### src/rtl/cfg_port_ctrl.sv
module cfg_port_ctrl #(
  parameter int              ADDR_W     = 16,
  parameter logic [ADDR_W-1:0] INDEX_ADDR = 16'h002E,
  parameter logic [ADDR_W-1:0] DATA_ADDR  = 16'h002F,
  parameter logic [15:0]     CHIP_ID    = 16'h8728,
  parameter logic [3:0]      CHIP_REV   = 4'h2,
  parameter logic [7:0]      BANK_LDN   = 8'h07,
  parameter int              BANK_BASE  = 'h70,
  parameter int              BANK_REGS  = 8
) (
  input  logic                   clk,
  input  logic                   rst_n,
  input  logic [ADDR_W-1:0]      io_addr,
  input  logic [7:0]             io_wdata,
  input  logic                   io_wr,
  output logic [7:0]             io_rdata,
  output logic                   cfg_open,
  output logic [7:0]             ldn_sel,
  output logic [8*BANK_REGS-1:0] bank_q
);
  localparam logic [7:0] IDX_EXIT  = 8'h02;
  localparam logic [7:0] CMD_EXIT  = 8'h02;
  localparam logic [7:0] IDX_LDN   = 8'h07;
  localparam logic [7:0] IDX_ID_HI = 8'h20;
  localparam logic [7:0] IDX_ID_LO = 8'h21;
  localparam logic [7:0] IDX_REV   = 8'h22;

  logic [1:0] step_q;
  logic [7:0] index_q;
  logic [7:0] ldn_q;
  logic [8*BANK_REGS-1:0] bank_r;
  logic [7:0] key_exp;
  logic [7:0] reg_rd;

  wire idx_wr  = io_wr && (io_addr == INDEX_ADDR);
  wire data_wr = io_wr && (io_addr == DATA_ADDR) && cfg_open;
  wire ldn_hit = (ldn_q == BANK_LDN);

  always_comb begin
    case (step_q)
      2'd0:    key_exp = 8'h87;
      2'd1:    key_exp = 8'h01;
      default: key_exp = 8'h55;
    endcase
  end

  always_ff @(posedge clk) begin
    if (!rst_n) begin
      step_q   <= 2'd0;
      cfg_open <= 1'b0;
      index_q  <= 8'h00;
      ldn_q    <= 8'h00;
      bank_r   <= '0;
    end else begin
      if (!cfg_open && idx_wr) begin
        if (io_wdata == key_exp) begin
          step_q <= step_q + 2'd1;
          if (step_q == 2'd3) cfg_open <= 1'b1;
        end else begin
          step_q <= (io_wdata == 8'h87) ? 2'd1 : 2'd0;
        end
      end
      if (cfg_open && idx_wr) index_q <= io_wdata;
      if (data_wr) begin
        if (index_q == IDX_EXIT && io_wdata == CMD_EXIT) cfg_open <= 1'b0;
        if (index_q == IDX_LDN) ldn_q <= io_wdata;
        for (int i = 0; i < BANK_REGS; i++)
          if (ldn_hit && index_q == 8'(BANK_BASE + i))
            bank_r[8*i +: 8] <= io_wdata;
      end
    end
  end

  always_comb begin
    reg_rd = 8'hFF;
    case (index_q)
      IDX_LDN:   reg_rd = ldn_q;
      IDX_ID_HI: reg_rd = CHIP_ID[15:8];
      IDX_ID_LO: reg_rd = CHIP_ID[7:0];
      IDX_REV:   reg_rd = {4'h0, CHIP_REV};
      default: begin
        for (int i = 0; i < BANK_REGS; i++)
          if (ldn_hit && index_q == 8'(BANK_BASE + i))
            reg_rd = bank_r[8*i +: 8];
      end
    endcase
  end

  always_comb begin
    io_rdata = 8'hFF;
    if (cfg_open) begin
      if (io_addr == INDEX_ADDR)     io_rdata = index_q;
      else if (io_addr == DATA_ADDR) io_rdata = reg_rd;
    end
  end

  assign ldn_sel = ldn_q;
  assign bank_q  = bank_r;
endmodule

### config.mk
export PLATFORM = sky130hd
export DESIGN_NAME = cfg_port_ctrl
export DESIGN_NICKNAME = d
export VERILOG_FILES = /design/src/rtl/cfg_port_ctrl.sv
export SDC_FILE = /design/constraint.sdc
export NUM_CORES = 1
export LEC_CHECK = 0
export ABC_AREA = 1
export BUFFER_PORTS_ARGS = -buffer_cell sky130_fd_sc_hd__buf_2
export CORE_UTILIZATION = 53
export DETAILED_ROUTE_END_ITERATION = 10
export HOLD_SLACK_MARGIN = 0.06
export PLACE_DENSITY = 0.8
export SYNTH_ARGS = -nofsm -noshare
export SYNTH_HDL_FRONTEND = slang
export SYNTH_SLANG_ARGS = --single-unit
### constraint.sdc
create_clock -name clk -period 2.4 [get_ports clk]
set_input_delay 0 -clock clk [delete_from_list [all_inputs] [get_ports clk]]
set_output_delay 0 -clock clk [all_outputs]
set_load 0.03 [all_outputs]
Yosys cells after proc, flatten, opt, wreduce, memory -nomap -nowiden
Index checks and enable logic that the tools add are counted.

word-level totals
  register bits = 83
  bits in latches = 0
  RAM bits = 0
  ROM bits = 0
  output and inout port bits = 81
  word-level logic and storage cells = 79
  memories kept = 0

cells by class
  add/subtract/negate cells = 1
  multiply operators = 0
  div/mod/pow operators = 0
  magnitude comparators = 0
  equality and inequality tests = 21
  shift-type cells = 0
  muxes and demuxes = 20
  bitwise operators = 0
  reduce and logical (&&, ||, !) cells = 25

operators with widths
  kind                                             number
  2-to-1 mux 8 bit                                 11
  == test 8 x 7 -> 1 bit (second input constant)   8
  == test 16 x 6 -> 1 bit (second input constant)  2
  case mux 8 bit (4 select lines)                  1
  == test 8 x 6 -> 1 bit (second input constant)   3
  AND reduction 2 bit                              9
  == test 8 x 2 -> 1 bit (second input constant)   2
  == test 8 x 3 -> 1 bit (second input constant)   2
  case mux 8 bit (2 select lines)                  1
  logical AND 1 bit                                14
  == test 8 bit                                    1
  == test 8 bit (second input constant)            1
  2-to-1 mux 1 bit                                 6
  adder 2 x 1 -> 2 bit (second input constant)     1
  == test 2 x 1 -> 1 bit (second input constant)   1
  == test 2 bit (second input constant)            1
  zero test 2 bit                                  1
  2-to-1 mux 2 bit                                 1
  zero test 1 bit                                  1

Depth between registers and ports, before layout
Gate-level depths: netlist of run 1.

  word-level depth = 14
  depth in mapped cells = 15

Least setup slack after synthesis of run 1
Ideal clock, no wire load.

  kind = flip-flop to flip-flop
  start point = reg ldn_q[0] (netlist: ldn_sel[0])
  end point = reg bank_r[5] (netlist: bank_q[5])
  setup time = 128 ps
  arrival time = 1817 ps
  data required time = 2272 ps
  slack = 455 ps
  cell stages (with the launch flop) = 11
  path buffers = 3
  clock period less this slack = 1945 ps
  path through = dfxtp_1 -> inv_1 -> nor2_1 -> nand2_1 -> nor2_1 -> buf_4 -> buf_2 -> nand3_1 -> clkbuf_1 -> o21ai_0 -> a21oi_1

on the way
  cells in the longest elaborated chain, start to end = 3

RTL lines
  item                                  RTL line  RTL
  start: declaration                    30        logic [7:0] ldn_q;
  start signal: assignment              66        if (index_q == IDX_LDN) ldn_q <= io_wdata;
  == test 8 x 3 -> 1 bit                37        wire ldn_hit = (ldn_q == BANK_LDN);
  logical AND 1 bit                     68        if (ldn_hit && index_q == 8'(BANK_BASE + i))
  AND reduction 2 bit (no source line)  -
  end signal: indexed assignment        69        bank_r[8*i +: 8] <= io_wdata;
  end: declaration                      31        logic [8*BANK_REGS-1:0] bank_r;

No other way between the ends.
A chain may end at the register's enable or synchronous reset.

Worst setup path in the final report of run 1
  start point = reg ldn_q[0] (netlist: ldn_sel[0])
  end point = out io_rdata[7]

on the way
  cells in the longest elaborated chain, start to end = 14

RTL lines
  item                               RTL line  RTL
  == test 8 x 3 -> 1 bit *           37
  logical AND 1 bit                  83        if (ldn_hit && index_q == 8'(BANK_BASE + i))
  2-to-1 mux 8 bit (7 in series)     83
  2-to-1 mux 8 bit *                 83
  case mux 8 bit (4 select lines) *  76        case (index_q)
  2-to-1 mux 8 bit *                 93        else if (io_addr == DATA_ADDR) io_rdata = reg_rd;
  2-to-1 mux 8 bit *                 92        if (io_addr == INDEX_ADDR) io_rdata = index_q;
  2-to-1 mux 8 bit *                 91        if (cfg_open) begin
  end: declaration                   16        output logic [7:0] io_rdata,

Mark *: on every way between the ends. The rest lies on a longest branch, timed or not.

==> results.toml, run 1 <==
[clocking]
cts-htree-levels = 3
cts_tree = "built"
cts_buffers = 9
cts_hold_buf = 0
clock_sinks = 83
cts_buffer_depth = 2
clk_latency_ns = 0.36
clkSlewWorstSetupHoldPaths_ns = 0.08
root_buffer = "clkbuf_8"

[global_routing]
grt_overflow = 0
antenna_found_initial = 0
grtUsageTotal_pct = 31.7
grt_max_degree = 51
grt_pass1_vias = 4288
grt_pass1_wl_um = 20800

[yosys]
synth_edf_count = 0
synthXorXnorAreaFrac_pct = 0
synthArstFlopShare_pct = 0
yosys.area_share.adder_pct = 1.47
synth_mux_area_share_pct = 0
ys_seq_area_share_pct = 39.1
syn_avg_cell_area_sq_um = 6.50
synth_top_family_by_area = "simple AND/OR/NAND/NOR gates"
synth_compound_area_share_pct = 23.0
netlist_area_sq_um = 4250
synth.distinct_cells = 21
synth_seq_cells = 83
yosys.area_share.simple_pct = 24.9
syn_inst = 653
syn_nets = 685
synth.yosys.warnings = 0
synth_ff_type = "dfxtp_1"

[routing]
wirelength_um = 13300
drtAntennaViolNets = 0
viasPerCell = 5.59
first_pass_iters = 5
drc = 0
dr_total_vias = 4822
drtIter0Drc = 353
wl_per_cell_um = 15.4

[timing]
max_freq_mhz = 429
min_period_ns = 2.33
timing.final.crit_share_pct = 97.0
worst_pin_slew_ns = 0.515
finClkSkew_ns = 0.00737
hold_violations = 0
finalWorstSetupSlack_ns = 0.0713
finalSetupTns_ns = 0
worst_hold_slack_ns = 0.109
setup_viol = 0
drv_slew = 0
relSlewSlack_pct = 65.6

[power]
power_density_nw_per_um2 = 500
peakVddDrop_uv = 292
leakagePower_nw = 2.39

[flow_run]
drv_cap = 0

[finish]
drive_above_1_share_pct = 22.0
fin_cells = 862
area_delta_synth_final_pct = 24.2
diodes = 0
postLayoutCoreUtil_pct = 68.2
fin_nets = 787

[die]
start_util_pct = 55.0
core_area_sq_um = 7730
die-area_sq_um = 8370
ios = 108
die_w_um = 91.5
rows = 32
die_y_um = 91.5

[worst_setup_path]
critPathKind = "flip-flop to output pin"
cp_max_fo = 11
cp-end-kind = "output pin"
required_ns = 2.40
crit_arrival_ns = 2.33
cp-start-kind = "flip-flop"

[placed_design]
gp_congestion = 0.956
io_buffers = 107
dp_slack_ns = 0.180
post-dp-hpwl_um = 9160
placed_cells = 836

[min_path]
hold_class = "input port to flip-flop"

[outcome]
status = "complete, no violations"
synthesized netlist by cell type, types with 5 or more instances:
cell type / n / area [sq um]
nand4_1: 26 / 163
nand2_1: 97 / 364
clkbuf_1: 23 / 86.3
dfxtp_1: 83 / 1660
o21ai_0: 95 / 475
buf_2: 9 / 45.0
a21oi_1: 98 / 490
clkinv_1: 5 / 18.8
ha_1: 5 / 62.6
inv_1: 89 / 334
nor3_1: 5 / 25.0
nand3_1: 35 / 175
nor2_1: 75 / 282
layer usage:
metal / up-vias / share of wire [%] / global-route usage (%)
met5: - / 0 / 0
met4: 0 / 3.4 / 13.8
met3: 41 / 9.9 / 4.94
met2: 287 / 46 / 52.4
met1: 2147 / 40 / 40.7
li1: 2347 / - / -
repair_timing:
item	CTS	global route
pin swaps	0	7
gates resized for setup	6	38
cloned	0	3
setup endpoints to repair	8	9
endpoints found under the hold margin	0	0
setup buffers	0	7
worst paths after layout:
path,start,endpoint,slack (ns),depth (start not counted)
setup / recovery,ldn_sel[0],io_rdata[7],0.07,17
setup reg to reg,ldn_sel[0],bank_q[52],0.36,11
hold reg to reg,bank_q[36],bank_q[36],0.48,2
hold / removal,io_wdata[0],bank_q[24],0.11,3
power breakdown:
| part | switching [W] | leakage, nW | internal [W] |
|---|---|---|---|
| Combinational | 0.0000848 | 1.60 | 0.0000340 |
| Sequential | 0.000000000369 | 0.673 | 0.00138 |
| Clock | 0.000501 | 0.113 | 0.000642 |
area by class of cell:
type                            instances  area [sq um]
Clock buffer                           12           155
Clock inverter                          4          72.6
Fill cell                             670          2450
Inverter                               94           359
Multi-Input combinational cell        443          2150
Sequential cell                        83          1670
Tap cell                              102           128
Timing Repair Buffer                  122           717
Timing Repair inverter                  2          12.5
flip-flops by register name (all words and copies together), names as in the netlist:
signal    flops
step_q        2
bank_q       64
ldn_sel       8
index_q       8
cfg_open      1
worst max-delay path, stage by stage (launching register included):
cell,delay (ns)
dfxtp_2,0.35
inv_1,0.05
nor2_1,0.09
nand2_1,0.10
nor2_4,0.13
buf_12,0.14
buf_12,0.12
nand4_1,0.08
nand2_1,0.08
inv_1,0.04
nand2_1,0.06
nand3_1,0.08
nor2_1,0.12
nand3_1,0.12
nand2_1,0.10
nand2_1,0.06
nand2_1,0.06
clkbuf_4,0.18
metrics by stage:
step                power [W]  cell area (sq um)
global placement      0.00152               4840
finish                0.00264               5270
global route          0.00271               5270
CTS                   0.00264               5080
detailed placement    0.00152               4840
floorplan             0.00147               4250
cells by family (layout without fill, tap and decap cells):
logic type / count (synthesis) / after routing
flops: 83 / 83
fa+ha+maj: 5 / 5
simple gates: 244 / 244
compound gates: 194 / 194
buf+inv: 127 / 234
cells in the final DEF (no fill, tap or decap), drive strengths merged:
master	instances
ha	5
clkinvlp	4
inv	91
o21ai	95
dfxtp	83
or2	1
buf	118
nor4	1
nand4	26
nand2	97
nand3	35
clkinv	3
nor3	6
or3	1
clkbuf	16
a21oi	98
and3	1
a2111oi	1
nor2	76
bufinv	2
Power figures use the tool's default switching activity.
==> run 2, diff against run 1 <==
--- a/config.mk
+++ b/config.mk
@@ -5,7 +5,8 @@
 export SDC_FILE = /design/constraint.sdc
 export NUM_CORES = 1
 export LEC_CHECK = 0
-export ABC_AREA = 1
+export ABC_AREA = 0
+export ABC_CLOCK_PERIOD_IN_PS = 2400
 export BUFFER_PORTS_ARGS = -buffer_cell sky130_fd_sc_hd__buf_2
 export CORE_UTILIZATION = 53
 export DETAILED_ROUTE_END_ITERATION = 10
==> results.toml, run 2 <==
[placed_design]
io_buffers = 107
placed_cells = 676
post-dp-hpwl_um = 9360
gp_congestion = 0.974

[routing]
first_pass_iters = 5
wirelength_um = 13400
drtIter0Drc = 327
drtAntennaViolNets = 0
viasPerCell = 5.91
wl_per_cell_um = 18.9
dr_total_vias = 4187
drc = 0

[die]
start_util_pct = 54.6
core_area_sq_um = 7690
ios = 108
rows = 32
die-area_sq_um = 8280
die_w_um = 91.0
die_y_um = 91.0

[min_path]
min_to = "bank_q[61]"
hold_class = "input port to flip-flop"
hold-path-cell-count = 3
min_from = "rst_n"

[timing]
drv_slew = 0
min_period_ns = 2.60
hold_violations = 0
finalWorstSetupSlack_ns = -0.204
max_freq_mhz = 384
timing.final.crit_share_pct = 108
worst_pin_slew_ns = 0.665
finClkSkew_ns = 0.0104
finalSetupTns_ns = -1.05
setup_viol = 8
rsz0062_at_grt = "true"
relSlewSlack_pct = 55.3

[finish]
drive_above_1_share_pct = 32.1
fin_cells = 709
area_delta_synth_final_pct = 30.1
final_common_cell = "buf_2"
diodes = 0
largest_reg_flops = 64
final_cell_mix = "buf_2, nand2_1, mux2i_1"
fin_nets = 635

[worst_setup_path]
r2r-end = "bank_q[9]"
slowest_delay_ns = 0.55
critPathLaunch = "ldn_sel[3]"
required_ns = 2.40
cp-start-kind = "flip-flop"
critPathKind = "flip-flop to output pin"
crit_arrival_ns = 2.60
cp_max_fo = 3
r2r_slack_ns = 0.12
reg2reg_depth = 7
crit_slowest_cell = "or4b_4"
timing.rr.start = "ldn_sel[3]"
cp-end-kind = "output pin"
cpMostUsedCell = "buf_6"
path_cells = "or4b_4 > or3_4 > buf_6 > a2111oi_4 > o21ai_1 > a311o_1 > buf_6"

[yosys]
netlist_area_sq_um = 4200
synth.distinct_cells = 55
synth_ff_type = "dfxtp_1"
syn_inst = 471
synth_edf_count = 0
synth_seq_cells = 83
syn_avg_cell_area_sq_um = 8.92
synth_area_leader_cell = "dfxtp_1"
synth.most_common_cell = "nand2_1"
synth_area_leaders = "dfxtp_1, mux2i_1, nand2_1, nor2_1, a21oi_1"
synthTopCellsByCount = "nand2_1, mux2i_1, dfxtp_1"
syn_nets = 503
ys_seq_area_share_pct = 39.6
synth_top_area_share_pct = 39.6
synth.yosys.warnings = 0
synthArstFlopShare_pct = 0

[outcome]
violations = "negative setup slack"
status = "finished with violations"

[clocking]
cts_buffer_depth = 2
clk_latency_ns = 0.37
clkSlewWorstSetupHoldPaths_ns = 0.09
root_buffer = "clkbuf_8"
cts-htree-levels = 3
clock_sinks = 83
cts_tree = "built"
cts_buffers = 9

[global_routing]
antenna_found_initial = 0
grt_pass1_vias = 4056
grtUsageTotal_pct = 32.1
grt_max_degree = 49
grt_overflow = 0
grt_pass1_wl_um = 20600

[flow_run]
drv_cap = 0

[power]
power.total_w = 0.00250
power_density_nw_per_um2 = 458
peakVddDrop_uv = 368
leakagePower_nw = 2.73
-- run 2: per-stage QoR --
step | hold slack, ns | instance area, sq um | util (%) | setup WS [ns]
2_1_floorplan | 0.140 | 4230 | - | 0.0186
3_3_place_gp | 0.279 | 4950 | 64.4 | 0.0892
3_5_place_dp | 0.274 | 4950 | 64.4 | 0.0549
4_1_cts | 0.174 | 5360 | 69.7 | -0.184
5_1_grt | 0.236 | 5460 | 71.1 | -0.272
6_report | 0.202 | 5460 | 71.1 | -0.204
-- run 2: how the worst max path moves through the flow --
stage | endpoint | cells after the start
after floorplan | io_rdata[7] | 5
after global placement | io_rdata[4] | 6
after detailed placement | io_rdata[4] | 6
after CTS | io_rdata[6] | 6
after global routing | io_rdata[4] | 7
final | io_rdata[4] | 7
-- run 2: layout make-up --
type | count | area (sq um)
tap | 102 | 128
sequential | 83 | 1670
multi-input combinational | 354 | 2530
clock buffer | 10 | 128
inverter | 9 | 33.8
fill | 629 | 2220
clock inverter | 5 | 63.8
timing repair buffer | 146 | 910
-- run 2: repair_timing --
action / CTS / global route
gates resized for setup: 26 / 26
endpoints found under the setup margin: 8 / 8
pin swaps: 9 / 10
buffers inserted: 5 / 6
hold endpoints to repair: 8 / 0
hold buffers: 8 / 0
-- run 2: cell families after synthesis --
group	synth area share, %
AO/OA/AOI/OAI	12.2
XOR/XNOR	0.209
adder cells (fa/ha/maj)	1.49
buffers and inverters	3.34
flip-flops	39.6
multiplexers	21.6
AND/OR/NAND/NOR	21.6
-- run 2: routing by layer --
metal / vias up / track usage [%] / wire (um)
met5: - / 0 / 0
met4: 0 / 17.1 / 556
met3: 39 / 6.95 / 1020
met2: 212 / 51.8 / 6300
met1: 1973 / 40.1 / 5540
li1: 1963 / - / -
-- run 2: worst max-delay path, delay by kind of cell, from the launching register on --
family	cells	cell delay [ns]
simple gates	2	0.98
flops	1	0.32
compound gates	3	0.66
buf+inv	2	0.29
-- run 2: report_power, final --
group	switching [W]	total [W]	internal, W
Sequential	0.00000000000437	0.00138	0.00138
Clock	0.000530	0.00101	0.000483
Combinational	0.0000798	0.000116	0.0000359
